==> config.mk <==
export PLATFORM = sky130hd
export DESIGN_NAME = irq_vector_ctrl
export DESIGN_NICKNAME = d
export VERILOG_FILES = /design/src/rtl/irqv_pkg.sv /design/src/rtl/irqv_ctrl.sv /design/src/rtl/irqv_datapath.sv /design/src/rtl/irq_vector_ctrl.sv
export SDC_FILE = /design/constraint.sdc
export NUM_CORES = 1
export LEC_CHECK = 0
export CORE_UTILIZATION = 32
export DETAILED_ROUTE_END_ITERATION = 8
export GPL_TIMING_DRIVEN = 0
export PLACE_DENSITY = 0.73
export SLEW_MARGIN = 40
export SYNTH_ARGS = -nofsm -noshare
export SYNTH_HDL_FRONTEND = slang
export SYNTH_SLANG_ARGS = --single-unit
==> constraint.sdc <==
create_clock -name clk -period 1 [get_ports clk]
set_input_delay 0.2 -clock clk [delete_from_list [all_inputs] [get_ports clk]]
set_output_delay 0.2 -clock clk [all_outputs]
set_load 0.03 [all_outputs]
==> src/rtl/irqv_pkg.sv <==
package irqv_pkg;

  typedef enum logic [1:0] {
    SRC_NONE = 2'd0,
    SRC_EXT  = 2'd1,
    SRC_SYNC = 2'd2,
    SRC_SER  = 2'd3
  } src_e;

  // strobes from control to datapath
  typedef struct packed {
    logic wrMode;
    logic wrSync;
    logic wrSer;
    logic clrEdge;
    logic load;
    logic pend;
    src_e sel;
  } strobe_t;

  localparam int NUM_SRC = 3;

endpackage

==> src/rtl/irqv_ctrl.sv <==
module irqv_ctrl
  import irqv_pkg::*;
#(
  parameter int              ADDR_W    = 8,
  parameter int              VEC_W     = 16,
  parameter logic [ADDR_W-1:0] MODE_ADDR = 8'h08,
  parameter logic [ADDR_W-1:0] SYNC_ADDR = 8'h0C,
  parameter logic [ADDR_W-1:0] SER_ADDR  = 8'h18,
  parameter logic [VEC_W-1:0]  EXT_VEC   = 16'h3FFA
) (
  input  logic [ADDR_W-1:0]  busAddr,
  input  logic               busWrEn,
  input  logic               irqAck,
  input  logic               iMask,
  input  logic [NUM_SRC-1:0] reqVec,     // [2]=ext, [1]=sync, [0]=serial
  input  logic               irqPending,
  input  logic [VEC_W-1:0]   vectorAddr,
  output strobe_t            stb
);

  localparam src_e [NUM_SRC-1:0] SRC_OF = {SRC_EXT, SRC_SYNC, SRC_SER};

  src_e winner;

  // highest index wins: scan from low to high so the last hit stays
  always_comb begin
    winner = SRC_NONE;
    for (int i = 0; i < NUM_SRC; i++) begin
      if (reqVec[i]) winner = SRC_OF[i];
    end
  end

  always_comb begin
    stb.wrMode  = busWrEn && (busAddr == MODE_ADDR);
    stb.wrSync  = busWrEn && (busAddr == SYNC_ADDR);
    stb.wrSer   = busWrEn && (busAddr == SER_ADDR);
    stb.clrEdge = irqAck && irqPending && (vectorAddr == EXT_VEC);
    stb.load    = !irqAck;
    stb.pend    = !iMask && (|reqVec);
    stb.sel     = winner;
  end

endmodule

==> src/rtl/irqv_datapath.sv <==
module irqv_datapath
  import irqv_pkg::*;
#(
  parameter int              ADDR_W        = 8,
  parameter int              DATA_W        = 8,
  parameter int              VEC_W         = 16,
  parameter int              SYNC_STAGES   = 2,
  parameter int              MODE_BIT      = 3,
  parameter int              SYNC_EN_BIT   = 7,
  parameter int              SYNC_FLAG_BIT = 0,
  parameter int              SER_EN_BIT    = 6,
  parameter logic [ADDR_W-1:0] MODE_ADDR   = 8'h08,
  parameter logic [ADDR_W-1:0] SYNC_ADDR   = 8'h0C,
  parameter logic [ADDR_W-1:0] SER_ADDR    = 8'h18,
  parameter logic [VEC_W-1:0]  EXT_VEC     = 16'h3FFA,
  parameter logic [VEC_W-1:0]  SYNC_VEC    = 16'h3FF8,
  parameter logic [VEC_W-1:0]  SER_VEC     = 16'h3FF6
) (
  input  logic               clk,
  input  logic               rstN,
  input  strobe_t            stb,
  input  logic [ADDR_W-1:0]  busAddr,
  input  logic [DATA_W-1:0]  busWrData,
  output logic [DATA_W-1:0]  busRdData,
  input  logic               pinN,
  input  logic               syncEdge,
  input  logic               serialReq,
  output logic [NUM_SRC-1:0] reqVec,
  output logic               syncFlag,
  output logic               irqPending,
  output logic [VEC_W-1:0]   vectorAddr
);

  // pinPipe[0..SYNC_STAGES-1] synchronizer, pinPipe[SYNC_STAGES] previous value
  logic [SYNC_STAGES:0] pinPipe;
  logic pinS, pinPrev, fallDet;
  logic modeEdge, syncEn, serEn, edgeLatch;
  logic [VEC_W-1:0] vecNext;

  always_ff @(posedge clk or negedge rstN) begin
    if (!rstN) pinPipe <= '1;
    else       pinPipe <= {pinPipe[SYNC_STAGES-1:0], pinN};
  end

  assign pinS    = pinPipe[SYNC_STAGES-1];
  assign pinPrev = pinPipe[SYNC_STAGES];
  assign fallDet = pinPrev && !pinS;

  always_ff @(posedge clk or negedge rstN) begin
    if (!rstN) begin
      modeEdge <= 1'b0;
      syncEn   <= 1'b0;
      serEn    <= 1'b0;
    end else begin
      if (stb.wrMode) modeEdge <= busWrData[MODE_BIT];
      if (stb.wrSync) syncEn   <= busWrData[SYNC_EN_BIT];
      if (stb.wrSer)  serEn    <= busWrData[SER_EN_BIT];
    end
  end

  always_ff @(posedge clk or negedge rstN) begin
    if (!rstN)                                        syncFlag <= 1'b0;
    else if (syncEdge)                                syncFlag <= 1'b1;
    else if (stb.wrSync && !busWrData[SYNC_FLAG_BIT]) syncFlag <= 1'b0;
  end

  always_ff @(posedge clk or negedge rstN) begin
    if (!rstN)            edgeLatch <= 1'b0;
    else if (!modeEdge)   edgeLatch <= 1'b0;
    else if (fallDet)     edgeLatch <= 1'b1;
    else if (stb.clrEdge) edgeLatch <= 1'b0;
  end

  assign reqVec = {(modeEdge ? edgeLatch : !pinS), syncEn && syncFlag, serEn && serialReq};

  always_comb begin
    case (stb.sel)
      SRC_EXT:  vecNext = EXT_VEC;
      SRC_SYNC: vecNext = SYNC_VEC;
      SRC_SER:  vecNext = SER_VEC;
      default:  vecNext = vectorAddr;
    endcase
  end

  always_ff @(posedge clk or negedge rstN) begin
    if (!rstN) begin
      irqPending <= 1'b0;
      vectorAddr <= '0;
    end else if (stb.load) begin
      irqPending <= stb.pend;
      vectorAddr <= vecNext;
    end
  end

  always_comb begin
    busRdData = '0;
    case (busAddr)
      MODE_ADDR: busRdData[MODE_BIT] = modeEdge;
      SYNC_ADDR: begin
        busRdData[SYNC_EN_BIT]   = syncEn;
        busRdData[SYNC_FLAG_BIT] = syncFlag;
      end
      SER_ADDR:  busRdData[SER_EN_BIT] = serEn;
      default:   busRdData = '0;
    endcase
  end

endmodule

==> src/rtl/irq_vector_ctrl.sv <==
module irq_vector_ctrl
  import irqv_pkg::*;
#(
  parameter int              ADDR_W    = 8,
  parameter int              DATA_W    = 8,
  parameter int              VEC_W     = 16,
  parameter logic [ADDR_W-1:0] MODE_ADDR = 8'h08,
  parameter logic [ADDR_W-1:0] SYNC_ADDR = 8'h0C,
  parameter logic [ADDR_W-1:0] SER_ADDR  = 8'h18,
  parameter logic [VEC_W-1:0]  EXT_VEC   = 16'h3FFA,
  parameter logic [VEC_W-1:0]  SYNC_VEC  = 16'h3FF8,
  parameter logic [VEC_W-1:0]  SER_VEC   = 16'h3FF6
) (
  input  logic              clk,
  input  logic              rstN,
  input  logic [ADDR_W-1:0] busAddr,
  input  logic [DATA_W-1:0] busWrData,
  input  logic              busWrEn,
  output logic [DATA_W-1:0] busRdData,
  input  logic              pinN,
  input  logic              syncEdge,
  input  logic              serialReq,
  input  logic              iMask,
  input  logic              irqAck,
  output logic              irqPending,
  output logic [VEC_W-1:0]  vectorAddr
);

  strobe_t            stb;
  logic [NUM_SRC-1:0] reqVec;
  logic               syncFlag;

  irqv_ctrl #(
    .ADDR_W(ADDR_W), .VEC_W(VEC_W), .MODE_ADDR(MODE_ADDR),
    .SYNC_ADDR(SYNC_ADDR), .SER_ADDR(SER_ADDR), .EXT_VEC(EXT_VEC)
  ) u_ctrl (
    .busAddr(busAddr), .busWrEn(busWrEn), .irqAck(irqAck), .iMask(iMask),
    .reqVec(reqVec), .irqPending(irqPending), .vectorAddr(vectorAddr), .stb(stb)
  );

  irqv_datapath #(
    .ADDR_W(ADDR_W), .DATA_W(DATA_W), .VEC_W(VEC_W),
    .MODE_ADDR(MODE_ADDR), .SYNC_ADDR(SYNC_ADDR), .SER_ADDR(SER_ADDR),
    .EXT_VEC(EXT_VEC), .SYNC_VEC(SYNC_VEC), .SER_VEC(SER_VEC)
  ) u_dp (
    .clk(clk), .rstN(rstN), .stb(stb), .busAddr(busAddr), .busWrData(busWrData),
    .busRdData(busRdData), .pinN(pinN), .syncEdge(syncEdge), .serialReq(serialReq),
    .reqVec(reqVec), .syncFlag(syncFlag), .irqPending(irqPending), .vectorAddr(vectorAddr)
  );

endmodule

==> results.cfg <==
[drt]
routed.top_layer = met4
routedWlPerCell_um = 11.0
wl_met1_um = 634
wl_met2_um = 909
post-route-drc-count = 0
ant_nets = 0
first_iter_violations = 1
wl_met3_um = 153
viasPerCell = 4.47
wl_um = 1720
detail_route.first_pass.iterations = 2
vias = 702

[cells_and_area]
final_net_count = 154
layout_commonest_cell = buf_6
fin_area_um2 = 1380
drive_gt1_share_pct = 61.2
fin_cells = 157
syn_to_final_growth_pct = 85.1
mostFrequentLayoutCells = buf_6, buf_4, clkdlybuf4s50_1, dfrtp_1, conb_1
n_antenna_cell = 0

[clocking]
clockBufferDepth = 2
insertion_delay_ns = 0.28
clock_tree.htree_level_count = 1
cts.clk_slew.worst_paths_ns = 0.08
cts_buffers = 3
root_buffer = clkbuf_4
cts.sinks = 13
cts_hold_buf = 0
cts_tree = done

[placed_design]
placedCellCount = 141
placed_cell_area_um2 = 1190
portBuffers = 36
globalplace.congestion = 0.690
dpl.hpwl_um = 1210

[power_and_ir_drop]
cellLeakagePower_nw = 0.642
powerDensity_nw_per_um2 = 861
ir_worst_vdd_v = 0.000930

[floorplan]
num_rows = 17
ios = 49
core_um2 = 2210
start_util_pct = 33.8
dieWidth_um = 50.3
die_area_um2 = 2530
fp.dieH_um = 50.3

[global_routing]
antenna_found_initial = 0
grt.total_usage_pct = 14.9
grt_pass1_vias = 663
grt_pass1_wl_um = 2790
grt_max_degree = 14
grt_overflow = 0

[timing]
fin_ws_ns = -0.308
fin_crit_sh_pct = 131
hold_viol_final = 0
rsz0062_at_grt = yes
max_slew_margin_pct = 63.1
worst_pin_slew_ns = 0.552
setup_viol = 26
min_period_ns = 1.31
fmax_ghz = 0.764
slew_viol_final = 0
skew_ns = 0.00288

[logic_synthesis]
synth_edf_count = 0
yosys_warnings = 0
ys_seq_area_share_pct = 44.1
synth_seq_cells = 13
ys.flop_type = dfrtp_1
synth-async-reset-ratio_pct = 100
syn_avg_cell_area_um2 = 10.5
syn-cell-area_um2 = 747
synth_cells = 71
ys_types = 28

[worst_setup_path]
r2r_cells = 3
critical_path_class = flip-flop to output port
crit_path_start_kind = flip-flop
r2r_start = u_dp.pinPipe[1]
crit_top_cell = buf_6
critical_path_required_ns = 0.80
crit_chain = buf_6 -> buf_6 -> buf_6
crit_family = flip-flops
max_stage_delay_ns = 0.45
arrival_ns = 1.11
critical_path_buf_inv_count = 3
endpoint_kind = output port
critPathMaxFanout = 7
r2r_end = u_dp.vectorAddr[12]
ff2ff_setup_slack_ns = -0.12
slowest_stage = dfrtp_2

[outcome]
violations = setup timing
status = finished with violations

[job]
drv_cap = 0

[hold_path]
hold_path_class = input pin to asynchronous set/reset pin
[kinds of logic after synthesis]
| group | after synthesis | synth area share (%) |
|---|---|---|
| AND/OR/NAND/NOR | 26 | 24.0 |
| multiplexers | 3 | 4.52 |
| other | 1 | 0.502 |
| AO/OA/AOI/OAI | 10 | 9.88 |
| buffers and inverters | 18 | 17.1 |
| flip-flops | 13 | 44.1 |
[worst max-delay path by stage]
stage | from | to | slack (ns) | cells past startpoint
floorplan | busAddr[4] | busRdData[0] | -0.11 | 3
finish | u_dp.vectorAddr[12] | vectorAddr[12] | -0.31 | 3
detailed placement | busAddr[4] | busRdData[7] | -1.33 | 5
global placement | busAddr[4] | busRdData[0] | -1.26 | 5
CTS | u_dp.vectorAddr[12] | vectorAddr[11] | -0.32 | 3
global route | u_dp.vectorAddr[12] | vectorAddr[12] | -0.35 | 3
[layout make-up]
class / count / area, um2
Tap cell: 28 / 35.0
Inverter: 1 / 3.75
Buffer: 17 / 135
Multi-Input combinational cell: 46 / 374
Clock buffer: 4 / 26.3
Fill cell: 190 / 830
Timing Repair Buffer: 48 / 477
Sequential cell: 13 / 332
[Yosys cell counts (all sizes together), types with 2 or more instances]
master  instances  share of area (%)
a31oi           3                2.5
nand2           5                2.5
mux2            3                4.5
buf            16                 16
nand2b          2                1.7
dfstp           3                 11
o21ai           2                1.3
and2            3                2.5
and3            2                2.0
dfrtp          10                 34
or2             2                1.7
nand4           2                1.7
nor2            4                2.0
[timing repair]
action / 4_1_cts / 5_1_grt
setup endpoints to repair: 27 / 27
setup buffers: 11 / 1
resized for setup: 174 / 10
pin swaps: 7 / 5
[flip-flops by register name, summed over array words and instances, names as in the netlist]
signal / cells
u_dp.syncEn: 1
u_dp.pinPipe: 3
u_dp.serEn: 1
u_dp.irqPending: 1
u_dp.vectorAddr: 4
u_dp.modeEdge: 1
u_dp.syncFlag: 1
u_dp.edgeLatch: 1
[worst reg2reg max path, stage by stage, from the launching register on]
cell and delay [ns]:
dfstp_2 0.54, or2_4 0.13, a41oi_2 0.11, or2_4 0.24
[power breakdown]
group | switching, mW | internal, mW | leakage, nW
Combinational | 0.138 | 0.156 | 0.480
Sequential | 0.0154 | 0.552 | 0.147
Clock | 0.174 | 0.155 | 0.0150
Total | 0.327 | 0.863 | 0.642
[metrics by stage]
stage               setup TNS (ns)  util (%)  worst slack [ns]  hold WS, ns  power [mW]
floorplan                   -0.513         -            -0.107      -0.0956       0.704
global placement            -13.03      53.8             -1.26        0.346       0.826
detailed placement          -13.58      53.8             -1.33        0.347       0.830
CTS                          -4.36      60.3            -0.322        0.284        1.19
global route                 -5.48      62.5            -0.349        0.285        1.25
finish                       -4.30      62.5            -0.308        0.272        1.19
[metal layers]
layer	vias up	GRT usage [%]
li1	341	-
met2	40	27.8
met1	318	15.3
met3	3	4.85
met5	-	0
met4	0	5.56
Note: power is estimated with default switching activity, not from simulation.
